## config.mk

```make
export PLATFORM = sky130hd
export DESIGN_NAME = fsync_pport
export DESIGN_NICKNAME = d
export VERILOG_FILES = /design/src/rtl/fsync_pport_pkg.sv /design/src/rtl/fsync_pport_sync.sv /design/src/rtl/fsync_pport_seq.sv /design/src/rtl/fsync_pport.sv
export SDC_FILE = /design/constraint.sdc
export NUM_CORES = 1
export LEC_CHECK = 0
export ABC_CLOCK_PERIOD_IN_PS = 7550
export BUFFER_PORTS_ARGS = -buffer_cell sky130_fd_sc_hd__buf_2
export CAP_MARGIN = 10
export CORE_ASPECT_RATIO = 0.7
export CORE_MARGIN = 4
export CORE_UTILIZATION = 30
export CTS_BUF_LIST = sky130_fd_sc_hd__clkbuf_4
export CTS_CLUSTER_SIZE = 25
export DETAILED_ROUTE_END_ITERATION = 8
export GPL_TIMING_DRIVEN = 1
export HOLD_SLACK_MARGIN = 0.05
export REMOVE_ABC_BUFFERS = 1
export SYNTH_ARGS = -nofsm -noshare
export SYNTH_HDL_FRONTEND = slang
export SYNTH_HIERARCHICAL = 1
export SYNTH_SLANG_ARGS = --single-unit
```

## constraint.sdc

```tcl
create_clock -name clk -period 7.55 [get_ports clk]
set_clock_uncertainty 0.1 [all_clocks]
set_input_delay 0.3775 -clock clk [delete_from_list [all_inputs] [get_ports clk]]
set_output_delay 0.3775 -clock clk [all_outputs]
set_load 0.005 [all_outputs]
```

## src/rtl/fsync_pport_pkg.sv

```systemverilog
package fsync_pport_pkg;

    typedef enum logic [1:0] {
        ST_IDLE  = 2'd0,
        ST_WAIT  = 2'd1,
        ST_DELAY = 2'd2,
        ST_XFER  = 2'd3
    } pp_state_e;

endpackage

```

## src/rtl/fsync_pport_sync.sv

```systemverilog
module fsync_pport_sync #(
    parameter int LINE_W = 10
) (
    input  logic              clk,
    input  logic              rst_n,
    input  logic              en,
    input  logic              ext,
    input  logic [1:0]        nsync,
    input  logic [2:0]        fs_in,
    input  logic              waiting,
    input  logic [LINE_W-1:0] frame_lines,
    output logic              hit,
    output logic [2:0]        fs_out
);

    logic [2:0]        prev_q;
    logic [2:0]        rise;
    logic              armed_q;
    logic              field_q;
    logic [LINE_W-1:0] lcnt_q;
    logic [LINE_W-1:0] lbase;
    logic              lwrap;
    logic              lvl2, lvl3, gate, arm_now, fs2_int;

    assign rise    = fs_in & ~prev_q;
    assign lvl2    = (nsync >= 2'd2);
    assign lvl3    = (nsync == 2'd3);
    assign gate    = !lvl3 || fs_in[2];
    assign arm_now = !lvl2 || armed_q || rise[1];
    assign hit     = waiting && (ext ? (rise[0] && arm_now && gate) : 1'b1);

    // A frame edge restarts the line count in external mode
    assign lbase   = (ext && lvl2 && rise[1]) ? '0 : lcnt_q;
    assign lwrap   = ({1'b0, lbase} + (LINE_W+1)'(1)) >= {1'b0, frame_lines};
    assign fs2_int = !ext && lvl2 && hit && (lcnt_q == '0);

    assign fs_out  = {(!ext && lvl3 && field_q), fs2_int, (!ext && hit)};

    always_ff @(posedge clk or negedge rst_n) begin
        if (!rst_n) begin
            prev_q  <= '0;
            lcnt_q  <= '0;
            armed_q <= 1'b0;
            field_q <= 1'b0;
        end else begin
            prev_q <= fs_in;
            if (!en) begin
                lcnt_q  <= '0;
                armed_q <= 1'b0;
                field_q <= 1'b0;
            end else begin
                if (hit) lcnt_q <= lwrap ? '0 : lbase + LINE_W'(1);
                else     lcnt_q <= lbase;
                armed_q <= (armed_q || (lvl2 && rise[1])) && !(hit && lwrap);
                field_q <= field_q ^ fs2_int;
            end
        end
    end

endmodule

```

## src/rtl/fsync_pport_seq.sv

```systemverilog
module fsync_pport_seq
    import fsync_pport_pkg::*;
#(
    parameter int DLY_W = 8,
    parameter int LEN_W = 12
) (
    input  logic             clk,
    input  logic             rst_n,
    input  logic             en,
    input  logic             hit,
    input  logic [DLY_W-1:0] delay,
    input  logic [LEN_W-1:0] line_len,
    output logic             waiting,
    output logic             xfer
);

    pp_state_e        state_q, state_d;
    logic [DLY_W-1:0] dcnt_q, dcnt_d;
    logic [LEN_W-1:0] scnt_q, scnt_d;
    logic             single;

    assign single = (line_len <= LEN_W'(1));

    // state register
    always_ff @(posedge clk or negedge rst_n) begin
        if (!rst_n) begin
            state_q <= ST_IDLE;
            dcnt_q  <= '0;
            scnt_q  <= '0;
        end else begin
            state_q <= state_d;
            dcnt_q  <= dcnt_d;
            scnt_q  <= scnt_d;
        end
    end

    // transitions
    always_comb begin
        state_d = state_q;
        dcnt_d  = dcnt_q;
        scnt_d  = scnt_q;
        if (!en) begin
            state_d = ST_IDLE;
        end else begin
            unique case (state_q)
                ST_IDLE: state_d = ST_WAIT;
                ST_WAIT: begin
                    if (hit) begin
                        if (delay != '0) begin
                            state_d = ST_DELAY;
                            dcnt_d  = DLY_W'(1);
                        end else if (!single) begin
                            state_d = ST_XFER;
                            scnt_d  = LEN_W'(1);
                        end
                    end
                end
                ST_DELAY: begin
                    if (dcnt_q == delay) begin
                        state_d = single ? ST_WAIT : ST_XFER;
                        scnt_d  = LEN_W'(1);
                    end else begin
                        dcnt_d = dcnt_q + DLY_W'(1);
                    end
                end
                ST_XFER: begin
                    if (scnt_q == line_len - LEN_W'(1)) state_d = ST_WAIT;
                    else scnt_d = scnt_q + LEN_W'(1);
                end
                default: state_d = ST_IDLE;
            endcase
        end
    end

    // outputs
    always_comb begin
        waiting = en && (state_q == ST_WAIT);
        xfer    = 1'b0;
        if (en) begin
            unique case (state_q)
                ST_IDLE:  xfer = 1'b0;
                ST_WAIT:  xfer = hit && (delay == '0);
                ST_DELAY: xfer = (dcnt_q == delay);
                ST_XFER:  xfer = 1'b1;
                default:  xfer = 1'b0;
            endcase
        end
    end

endmodule

```

## src/rtl/fsync_pport.sv

```systemverilog
module fsync_pport #(
    parameter  int DATA_W = 16,
    parameter  int DLY_W  = 8,
    parameter  int LEN_W  = 12,
    parameter  int LINE_W = 10,
    localparam int WID_W  = $clog2(DATA_W) + 1
) (
    input  logic              clk,
    input  logic              rst_n,
    input  logic              cfg_enable,
    input  logic              cfg_tx,
    input  logic              cfg_ext_sync,
    input  logic [1:0]        cfg_num_syncs,
    input  logic [WID_W-1:0]  cfg_width,
    input  logic [DLY_W-1:0]  cfg_delay,
    input  logic [LEN_W-1:0]  cfg_line_len,
    input  logic [LINE_W-1:0] cfg_frame_lines,
    input  logic [2:0]        fs_in,
    output logic [2:0]        fs_out,
    input  logic [DATA_W-1:0] pd_in,
    output logic [DATA_W-1:0] pd_out,
    output logic              pd_oe,
    input  logic [DATA_W-1:0] s_data,
    input  logic              s_valid,
    output logic              s_ready,
    output logic [DATA_W-1:0] m_data,
    output logic              m_valid,
    input  logic              m_ready,
    output logic              overrun,
    output logic              underrun
);

    logic [DATA_W-1:0] mask;
    logic              hit, waiting, xfer, rx_go, tx_go;

    for (genvar i = 0; i < DATA_W; i++) begin : g_mask
        assign mask[i] = (cfg_width == '0) || (WID_W'(i) < cfg_width);
    end

    fsync_pport_sync #(.LINE_W(LINE_W)) u_sync (
        .clk         (clk),
        .rst_n       (rst_n),
        .en          (cfg_enable),
        .ext         (cfg_ext_sync),
        .nsync       (cfg_num_syncs),
        .fs_in       (fs_in),
        .waiting     (waiting),
        .frame_lines (cfg_frame_lines),
        .hit         (hit),
        .fs_out      (fs_out)
    );

    fsync_pport_seq #(.DLY_W(DLY_W), .LEN_W(LEN_W)) u_seq (
        .clk      (clk),
        .rst_n    (rst_n),
        .en       (cfg_enable),
        .hit      (hit),
        .delay    (cfg_delay),
        .line_len (cfg_line_len),
        .waiting  (waiting),
        .xfer     (xfer)
    );

    assign rx_go   = xfer && !cfg_tx;
    assign tx_go   = xfer && cfg_tx;
    assign m_valid = rx_go;
    assign m_data  = rx_go ? (pd_in & mask) : '0;
    assign s_ready = tx_go;
    assign pd_out  = (tx_go && s_valid) ? (s_data & mask) : '0;
    assign pd_oe   = cfg_enable && cfg_tx;

    always_ff @(posedge clk or negedge rst_n) begin
        if (!rst_n) begin
            overrun  <= 1'b0;
            underrun <= 1'b0;
        end else begin
            overrun  <= overrun  || (rx_go && !m_ready);
            underrun <= underrun || (tx_go && !s_valid);
        end
    end

endmodule

```

### Yosys cells after proc, flatten, opt, wreduce, memory -nomap -nowiden

Index checks and enable logic that the tools add are counted.
W data, S select, Z words.

| word-level totals | value |
|---|---|
| ROM bits | 0 |
| input port bits | 79 |
| logic and storage cells | 145 |
| memories kept | 0 |
| register bits | 38 |
| latch bits | 0 |
| memory bits (writable) | 0 |
| output and inout bits | 40 |

| operators by class | value |
|---|---|
| shift-type cells | 0 |
| equality and inequality tests | 17 |
| $add $sub $neg | 5 |
| $lt $le $gt $ge | 19 |
| $mul | 0 |
| reductions and logical operators | 61 |
| muxes and demuxes | 29 |
| bitwise operators | 5 |
| divide/modulo/power cells | 0 |

Operators by type and width:

| operator | count |
|---|---|
| $mux W12 | 5 |
| $lt A4 B5 Y1 const A | 8 |
| $mux W10 | 4 |
| $pmux W12 S3 | 1 |
| $and A16 B16 Y16 | 2 |
| $mux W16 | 2 |
| $mux W8 | 3 |
| $logic_and A1 B1 Y1 | 22 |
| $logic_or A1 B1 Y1 | 22 |
| $lt A3 B5 Y1 const A | 4 |
| $pmux W8 S2 | 1 |
| $mux W2 | 7 |
| $add A12 B1 Y12 const B | 1 |
| $eq A12 B12 Y1 | 1 |
| $le A12 B1 Y1 const B | 1 |
| $sub A12 B1 Y12 const B | 1 |
| $add A10 B1 Y11 const B | 1 |
| $ge A11 B10 Y1 | 1 |
| $add A10 B1 Y10 const B | 1 |
| $logic_not A10 Y1 | 1 |
| $lt A1 B5 Y1 const A | 2 |
| $lt A2 B5 Y1 const A | 2 |
| $ne A3 B2 Y1 const B | 3 |
| $add A8 B1 Y8 const B | 1 |
| 23 further kinds | 39 |

### Depth between registers and ports, before layout

Gate-level depths: netlist (run 1).

| logic depth | value |
|---|---|
| depth after elaboration | 14 |
| gate-level depth with buffers | 14 |
| gate-level depth less buffers | 14 |

### Cells and area by module

The synthesis (run 1) kept the hierarchy.

By module, submodules not included:

| module | area an instance (µm²) | instances | cells an instance | seq. area each (µm²) |
|---|---|---|---|---|
| fsync_pport_seq | 2118.3 | 1 | 248 | 550.5 |
| fsync_pport_sync | 1186.1 | 1 | 132 | 350.3 |
| fsync_pport | 548.0 | 1 | 86 | 50.0 |

### Worst setup path before layout (run 1)

No wires, ideal clock.

| timing path | value |
|---|---|
| kind | in2out |
| from | input port cfg_enable |
| to | output port m_data[11] |
| stages | 11 |
| path buffers | 2 |
| data required time | 7.073 ns |
| setup slack | 4.414 ns |
| arrival | 2.659 ns |
| cell sequence | clkbuf_1 inv_1 nor2_1 o21ai_0 a31oi_2 a32oi_1 a211oi_1 nor2b_2 clkbuf_1 nand2_1 a21oi_1 |

| on the way | value |
|---|---|
| word-level cells in the longest chain between the ends | 7 |

RTL lines:

| what | RTL line | text |
|---|---|---|
| start: declaration | fsync_pport.sv:10 | `input logic cfg_enable,` |
| $logic_and A1 B1 Y1 | fsync_pport_seq.sv:77 | `waiting = en && (state_q == ST_WAIT);` |
| named net waiting | fsync_pport.sv:34 | `logic hit, waiting, xfer, rx_go, tx_go;` |
| $logic_and A1 B1 Y1 | fsync_pport_sync.sv:30 | `assign hit = waiting && (ext ? (rise[0] && arm_now && gate) : 1'b1);` |
| named net hit | fsync_pport.sv:34 |  |
| $logic_and A1 B1 Y1 | fsync_pport_seq.sv:82 | `ST_WAIT: xfer = hit && (delay == '0);` |
| $pmux W1 S4 | fsync_pport_seq.sv:80 | `unique case (state_q)` |
| $mux W1 | fsync_pport_seq.sv:79 | `if (en) begin` |
| named net xfer | fsync_pport.sv:34 |  |
| $logic_and A1 B1 Y1 | fsync_pport.sv:64 | `assign rx_go = xfer && !cfg_tx;` |
| named net m_valid | fsync_pport.sv:27 | `output logic m_valid,` |
| $mux W16 | fsync_pport.sv:67 | `assign m_data = rx_go ? (pd_in & mask) : '0;` |
| end: declaration | fsync_pport.sv:26 | `output logic [DATA_W-1:0] m_data,` |

The timed path passes the listed nets, and every way through them passes these cells.

### Worst setup path in the final report (run 1)

| timing path | value |
|---|---|
| from | register u_seq.state_q[1] |
| to | output port m_data[13] |

| on the way | value |
|---|---|
| word-level cells in the longest chain between the ends | 8 |
| elaborated cells between the ends (all ways) | 11 |
| classes of those cells | eq/ne: 3; mux: 3; reduce/logical: 5 |

RTL lines:

| what | RTL line | text |
|---|---|---|
| start: declaration | fsync_pport_seq.sv:17 | `pp_state_e state_q, state_d;` |
| start signal: assignment | fsync_pport_seq.sv:31 | `state_q <= state_d;` |
| $eq A2 B1 Y1 | fsync_pport_seq.sv:77 |  |
| $logic_and A1 B1 Y1 | fsync_pport_seq.sv:77 |  |
| named net waiting | fsync_pport.sv:34 |  |
| $logic_and A1 B1 Y1 | fsync_pport_sync.sv:30 |  |
| named net hit | fsync_pport.sv:34 |  |
| $logic_and A1 B1 Y1 | fsync_pport_seq.sv:82 |  |
| $pmux W1 S4 | fsync_pport_seq.sv:80 |  |
| $mux W1 | fsync_pport_seq.sv:79 |  |
| named net xfer | fsync_pport.sv:34 |  |
| $logic_and A1 B1 Y1 | fsync_pport.sv:64 |  |
| $mux W16 | fsync_pport.sv:67 |  |

The timed path passes the listed nets, and every way through them passes these cells.

==> results.md, run 1 <==
- CTS clk-pin slew, worst paths: 130 ps
- Setup slack, reg-to-reg: 4170 ps
- YS warnings: 6
- Max Cap Viol: 0
- Fmax achieved: 235.9 MHz
- DPL Wire Length: 8932 µm
- Total GRT Usage: 15.15%
- Core area: 0.01251 mm²
- GR Overflow Total: 0
- I/O pin count: 119
- CTS tree: yes
- P_leak: 2.238 nW
- FF-to-FF path depth: 11
- Worst-case clock buffer depth: 2
- Die width: 143.4 µm
- GPL Wtd Cong: 0.8781
- Fin crit share: 56.14%
- Worst-Skew Late Latency: 360 ps
- Critical path type: reg2out
- Post-synth EDFFs: 0
- Hold Path End: overrun$_DFF_PN0_
- CP arrival: 3760 ps
- Period minus WS final: 4239 ps
- Maximum number of pins on one net before global-route repair: 39
- Worst-path fanout max: 18
- Setup Viol. Count Final: 0
- Synth Instances: 466
- P&R area growth vs syn: 19.78%
- Final hold slack: 176.4 ps
- Async set-reset flop share out of synthesis: 100.0%
- # rows: 34
- Post-route ant nets: 0
- Worst Setup Start Kind: register
- First-pass GRT wire length: 18430 µm
- Placed cells: 728
- Drt initial violations: 230
- Hold path startpoint: m_ready
- RSZ-0062 raised after global routing: no
- Post-synth top flop: dfrtp_1
- FF+latch area: 950.9 µm²
- Ant diodes: 0
- Routed WL: 11260 µm
- Post-CTS setup buffers: 0
- Total CTS buffers: 5
- Layout fillers: 1315
- Port Buffers: 118
- DR pass1 iterations: 5
- Die Footprint: 0.01475 mm²
- CTS H-Tree Depth: 2
- Cell variety after synth: 83
- Via count: 3974
- Root buf cell: clkbuf_4
- Status: complete, no violations
- Die Height: 102.8 µm
- Sequential area share after synthesis: 24.68%
- #FFs+latches synth: 38
- RR Endpoint: u_seq/dcnt_q[7]$_DFFE_PN0P_
- Final worst setup slack: 3311 ps
- Slew Limit Fails: 0
- CP Capture Type: output port
- Mapped Area: 0.003852 mm²
- Worst-margin pin slew: 898.4 ps
- Setup tns final: 0 ps
- Layout cells sized above 1: 28.08%
- Number of remaining DRC errors: 0
- Mean routed wirelength per cell: 15.23 µm
- Clock sinks: 38
- Vias in the first global route: 3745
- Via-to-Cell Ratio: 5.378
- Initial antenna violation count: 0
- R2R Path Start: u_seq/state_q[1]$_DFFE_PN0P_
- Hold Path Class: in2reg
- Synthesized area per cell: 8.267 µm²
- Multi-input gate area: 0.002650 mm²
- Post-Layout Cell Count: 739
- Worst vdd rail ir drop: 0.06171 mV
- Initial Utilization: 30.80%
- Nets@finish: 674
- Final total power: 0.5836 mW
- Slew headroom: 40.10%
- Pre-CTS setup slack: 3829 ps
- Hold depth: 3
- PD cells: 126.5 mW/mm²
- Req. time, crit path: 7070 ps
- Final hold violation count: 0
kinds of logic after synthesis:
| logic type | after synthesis | synth area share (%) |
|---|---|---|
| compound gates | 104 | 21.18 |
| mux | 5 | 1.299 |
| simple gates | 221 | 33.10 |
| buf+inv | 48 | 6.528 |
| fa+ha+maj | 19 | 6.171 |
| xor+xnor | 31 | 7.048 |
| flops | 38 | 24.68 |
registers in the layout (all words and copies together), names as in the netlist:
signal          cells
u_sync/armed_q      1
underrun            1
overrun             1
u_sync/lcnt_q      10
u_sync/field_q      1
u_seq/state_q       2
u_seq/dcnt_q        8
u_seq/scnt_q       12
u_sync/prev_q       2
synth_stat cells, types with 3 or more instances:
cell type  number  area [µm²]
o21ai_0        18       90.09
nand3_1        24       120.1
buf_2           3       15.01
nand3b_1        3       22.52
or3_1           6       37.54
nand4_1         9       56.30
buf_6           7       78.83
inv_1          30       112.6
nor4_1          9       56.30
nor2_1         25       93.84
a211o_1         3       26.28
nand2b_1        3       18.77
nand2_1        50       187.7
dfrtp_1        38       950.9
or2_1           3       18.77
o21ai_2         4       35.03
and2_1          5       31.28
o221ai_2        3       45.04
clkbuf_1        5       18.77
mux2i_1         5       50.05
or4_4           4       45.04
nor3_1         16       80.08
a21o_1          6       45.04
o2111ai_1       3       26.28
xnor2_1        17       148.9
xor2_1         14       122.6
o211ai_1        4       30.03
o31ai_1         5       37.54
and3_1         28       175.2
a31oi_1         3       18.77
nor2b_1         8       50.05
a22o_1          7       61.31
or4_1           5       37.54
a21oi_1        14       70.07
ha_1           19       237.7
through the flow:
stage / util [%] / area (µm²)
global route: 36.89 / 4614
detailed placement: 36.03 / 4507
finish: 36.89 / 4614
global placement: 36.03 / 4507
floorplan: - / 3714
CTS: 36.89 / 4614
cell type report:
| cell class | instances | share of cell area (%) |
|---|---|---|
| clock buffer | 5 | 0.8134 |
| clock inverter | 3 | 0.8677 |
| multi-input combinational | 380 | 57.43 |
| timing repair buffer | 121 | 13.45 |
| sequential | 38 | 20.61 |
| tap | 162 | 4.393 |
| inverter | 30 | 2.440 |
layout by cell type (no fill, tap or decap), types with 6 or more instances in the layout:
cell type | Yosys | routed
nand2_1 | 50 | 50
and3_1 | 28 | 28
nor2b_1 | 8 | 8
a22o_1 | 7 | 7
dfrtp_1 | 38 | 38
nor3_1 | 16 | 16
o21ai_0 | 18 | 18
xor2_1 | 14 | 14
buf_2 | 3 | 118
ha_1 | 19 | 19
xnor2_1 | 17 | 17
nor4_1 | 9 | 9
a21o_1 | 6 | 6
nand3_1 | 24 | 24
nor2_1 | 25 | 25
a21oi_1 | 14 | 14
or3_1 | 6 | 6
inv_1 | 30 | 30
nand4_1 | 9 | 9
critical path, cell delays in order, from the launching register on:
cell      delay, ps
dfrtp_1         440
inv_1            90
ha_1            250
inv_1           140
nor2_1          190
o21ai_0         170
a31oi_2         550
a32oi_1         190
a211oi_1        400
nor2b_2         590
nand2_1         130
nor2_1          120
buf_2           130
routing by layer:
layer	global-route usage (%)	wire, µm	up-vias	part of all wire, %
met4	2.460	61	0	0.54
met5	0	0	-	0
met3	2.828	464	4	4.1
met1	21.86	5513	1934	49
li1	-	-	1954	-
met2	24.13	5218	82	46
report_power, final:
group	switching (mW)	internal, mW
registers	0.0218	0.218
logic	0.122	0.0792
clock network	0.0742	0.0687
how the worst max path moves through the flow:
| stage | startpoint | end | slack [ps] | cells past startpoint |
|---|---|---|---|---|
| CTS | u_seq/state_q[1]$_DFFE_PN0P_ | m_data[13] | 3410 | 12 |
| finish | u_seq/state_q[1]$_DFFE_PN0P_ | m_data[13] | 3310 | 12 |
| global route | u_seq/state_q[1]$_DFFE_PN0P_ | m_data[13] | 2960 | 12 |
| floorplan | u_seq/state_q[1]$_DFFE_PN0P_ | m_data[11] | 4540 | 11 |
| detailed placement | u_seq/state_q[1]$_DFFE_PN0P_ | m_data[11] | 3830 | 12 |
| global placement | u_seq/state_q[1]$_DFFE_PN0P_ | m_data[11] | 4100 | 12 |
timing repair:
item / CTS / global route
endpoints found under the hold margin: 19 / 0
hold buffers: 3 / 0
gates resized for setup: 0 / 0
(Power assumes the default switching activity.)
==> run 2: changes to the inputs <==
--- a/config.mk
+++ b/config.mk
@@ -5,7 +5,7 @@
 export SDC_FILE = /design/constraint.sdc
 export NUM_CORES = 1
 export LEC_CHECK = 0
-export ABC_CLOCK_PERIOD_IN_PS = 7550
+export ABC_CLOCK_PERIOD_IN_PS = 4400
 export BUFFER_PORTS_ARGS = -buffer_cell sky130_fd_sc_hd__buf_2
 export CAP_MARGIN = 10
 export CORE_ASPECT_RATIO = 0.7
==> constraint.sdc (replaced) <==
create_clock -name clk -period 4.4 [get_ports clk]
set_clock_uncertainty 0.1 [all_clocks]
set_input_delay 0.22 -clock clk [delete_from_list [all_inputs] [get_ports clk]]
set_output_delay 0.22 -clock clk [all_outputs]
set_load 0.005 [all_outputs]
==> run 2 against run 1 <==
Largest power group unchanged. Wire length grew 0.67%. Global-route usage increased by 0.18 points. Worst setup slack worse by 2900 ps. Flip-flop and latch count did not move. Clock power increased by 120%. Largest cell class unchanged. Critical path type unchanged. Worst hold slack lost 46 ps. Cell area rose by 1.1%. Register-to-register slack lost 3200 ps. Clock-buffer cell count did not move. Non-clock buffer count is 2 higher.
==> results.md, run 2 (synthesis results as in run 1) <==
- Total CTS buffers: 5
- Ant diodes: 0
- CP arrival: 3690 ps
- Final hold slack: 130.3 ps
- Worst-path fanout max: 18
- RR Endpoint: u_sync/lcnt_q[4]$_DFF_PN0_
- Port Buffers: 118
- Placed cell area: 0.004507 mm²
- Vias in the first global route: 3704
- Status: complete, no violations
- Period minus WS final: 4007 ps
- Most flop-heavy register: u_seq/scnt_q
- Core area: 0.01251 mm²
- Worst Setup Start Kind: register
- WP buf/inv: 3
- Die width: 143.4 µm
- First-pass GRT wire length: 18570 µm
- # rows: 34
- Worst-case clock buffer depth: 2
- Slew Limit Fails: 0
- Via-to-Cell Ratio: 5.439
- Die Footprint: 0.01475 mm²
- CTS tree: yes
- Setup slack, reg-to-reg: 980 ps
- Initial Utilization: 30.80%
- Commonest non-fill, non-tap cells in the layout: buf_2 (118), nand2_1 (50), dfrtp_1 (38)
- GPL Wtd Cong: 0.8491
- Total GRT Usage: 15.33%
- PD cells: 229.0 mW/mm²
- CTS clk-pin slew, worst paths: 150 ps
- Final hold violation count: 0
- DPL Wire Length: 8745 µm
- Top flop regs: u_seq/scnt_q: 12 flops, u_sync/lcnt_q: 10 flops, u_seq/dcnt_q: 8 flops
- FF-to-FF path depth: 12
- RSZ-0062 raised after global routing: no
- Critical path type: reg2out
- Max Cap Viol: 0
- Final Cell Area: 0.004663 mm²
- CP peak stage delay: 580 ps
- I/O pin count: 119
- Worst path depth: 12
- Mean routed wirelength per cell: 15.29 µm
- Pre-CTS setup slack: 879.3 ps
- R2R Path Start: u_sync/prev_q[1]$_DFF_PN0_
- CP Launch Point: u_seq/state_q[1]$_DFFE_PN0P_
- Nets@finish: 676
- Maximum number of pins on one net before global-route repair: 39
- Initial antenna violation count: 0
- Die Height: 102.8 µm
- CP Capture Type: output port
- Routed WL: 11330 µm
- Final worst setup slack: 393.2 ps
- DR pass1 iterations: 5
- Layout cells sized above 1: 27.98%
- Worst vdd rail ir drop: 0.1249 mV
- P_leak: 2.257 nW
- Fin crit share: 91.06%
- GR Overflow Total: 0
- P&R area growth vs syn: 21.05%
- Worst-Skew Late Latency: 380 ps
- Drt initial violations: 203
- Number of remaining DRC errors: 0
- Commonest non-fill, non-tap cell in the layout: buf_2
- Via count: 4030
- CTS H-Tree Depth: 2
- Fmax achieved: 249.6 MHz
- Clock sinks: 38
- Critical path's slowest cell: nor2b_2
- PostCTS Resize Cnt: 0
- Final total power: 1.068 mW
- Post-route ant nets: 0
- Worst-margin pin slew: 907.8 ps
- Hold Path Class: in2reg
- Top delay family on crit path: compound AO/OA/AOI/OAI gates
- Root buf cell: clkbuf_4
- Setup Viol. Count Final: 0
- Post-CTS setup buffers: 0
- Setup tns final: 0 ps
- Slew headroom: 39.48%
- Critical Path End: m_data[10]
- Max FFs per register: 12
- Hold buffer count at cts: 5
- Crit-path cells: inv_1 -> ha_1 -> inv_1 -> nor2_1 -> o21ai_0 -> a31oi_2 -> a32oi_1 -> a211oi_1 -> nor2b_2 -> nand2_1 -> nor2_1 -> buf_2
- Req. time, crit path: 4080 ps
run 2: cell count changes in the layout (fill, tap and decap cells not counted), sizes merged:
cell / before / now
dlygate4sd3: 3 / 5
clkinv: 2 / 1
bufinv: 1 / 2
run 2: where the power goes:
part	internal [mW]	total, mW	switching (mW)
logic	0.137	0.342	0.205
registers	0.375	0.412	0.0373
clock network	0.178	0.314	0.137
total	0.689	1.07	0.379
run 2: final cells by class:
class / count / area [µm²]
Sequential cell: 38 / 950.9
Clock inverter: 3 / 68.82
Multi-Input combinational cell: 380 / 2650
Fill cell: 1323 / 7844
Inverter: 30 / 112.6
Tap cell: 162 / 202.7
Timing Repair Buffer: 123 / 640.6
Clock buffer: 5 / 37.54
run 2: metrics by stage:
step / std cells / utilization (%)
floorplan: 448 / -
global placement: 728 / 36.03
detailed placement: 728 / 36.03
CTS: 741 / 37.28
global route: 741 / 37.28
finish: 741 / 37.28
run 2: worst min path at each step:
stage / start / endpoint / cells past startpoint
CTS: cfg_enable / u_sync/armed_q$_DFF_PN0_ / 3
finish: cfg_enable / u_sync/armed_q$_DFF_PN0_ / 3
global route: cfg_enable / u_sync/armed_q$_DFF_PN0_ / 3
floorplan: rst_n / overrun$_DFF_PN0_ / 0
global placement: fs_in[1] / u_sync/prev_q[1]$_DFF_PN0_ / 1
detailed placement: fs_in[1] / u_sync/prev_q[1]$_DFF_PN0_ / 1
run 2: per-layer routing:
metal / wire, µm / share of wire [%] / vias to the layer above / GRT usage, %
li1: - / - / 1958 / -
met1: 5429 / 48 / 1947 / 21.93
met2: 5245 / 46 / 112 / 24.45
met3: 545 / 4.8 / 13 / 2.643
met4: 112 / 0.99 / 0 / 3.256
met5: 0 / 0 / - / 0
run 2: worst reg2reg max path, cell delays in order (launching register included):
cell and delay (ps):
dfrtp_1 400, and4b_1 520, nor2b_1 100, ha_1 280, nand3_1 120, xor2_1 150, nor2_1 80, ha_1 320
a21oi_1 120, o21ai_0 80, a21oi_1 500, o2111a_2 420, a22o_1 170
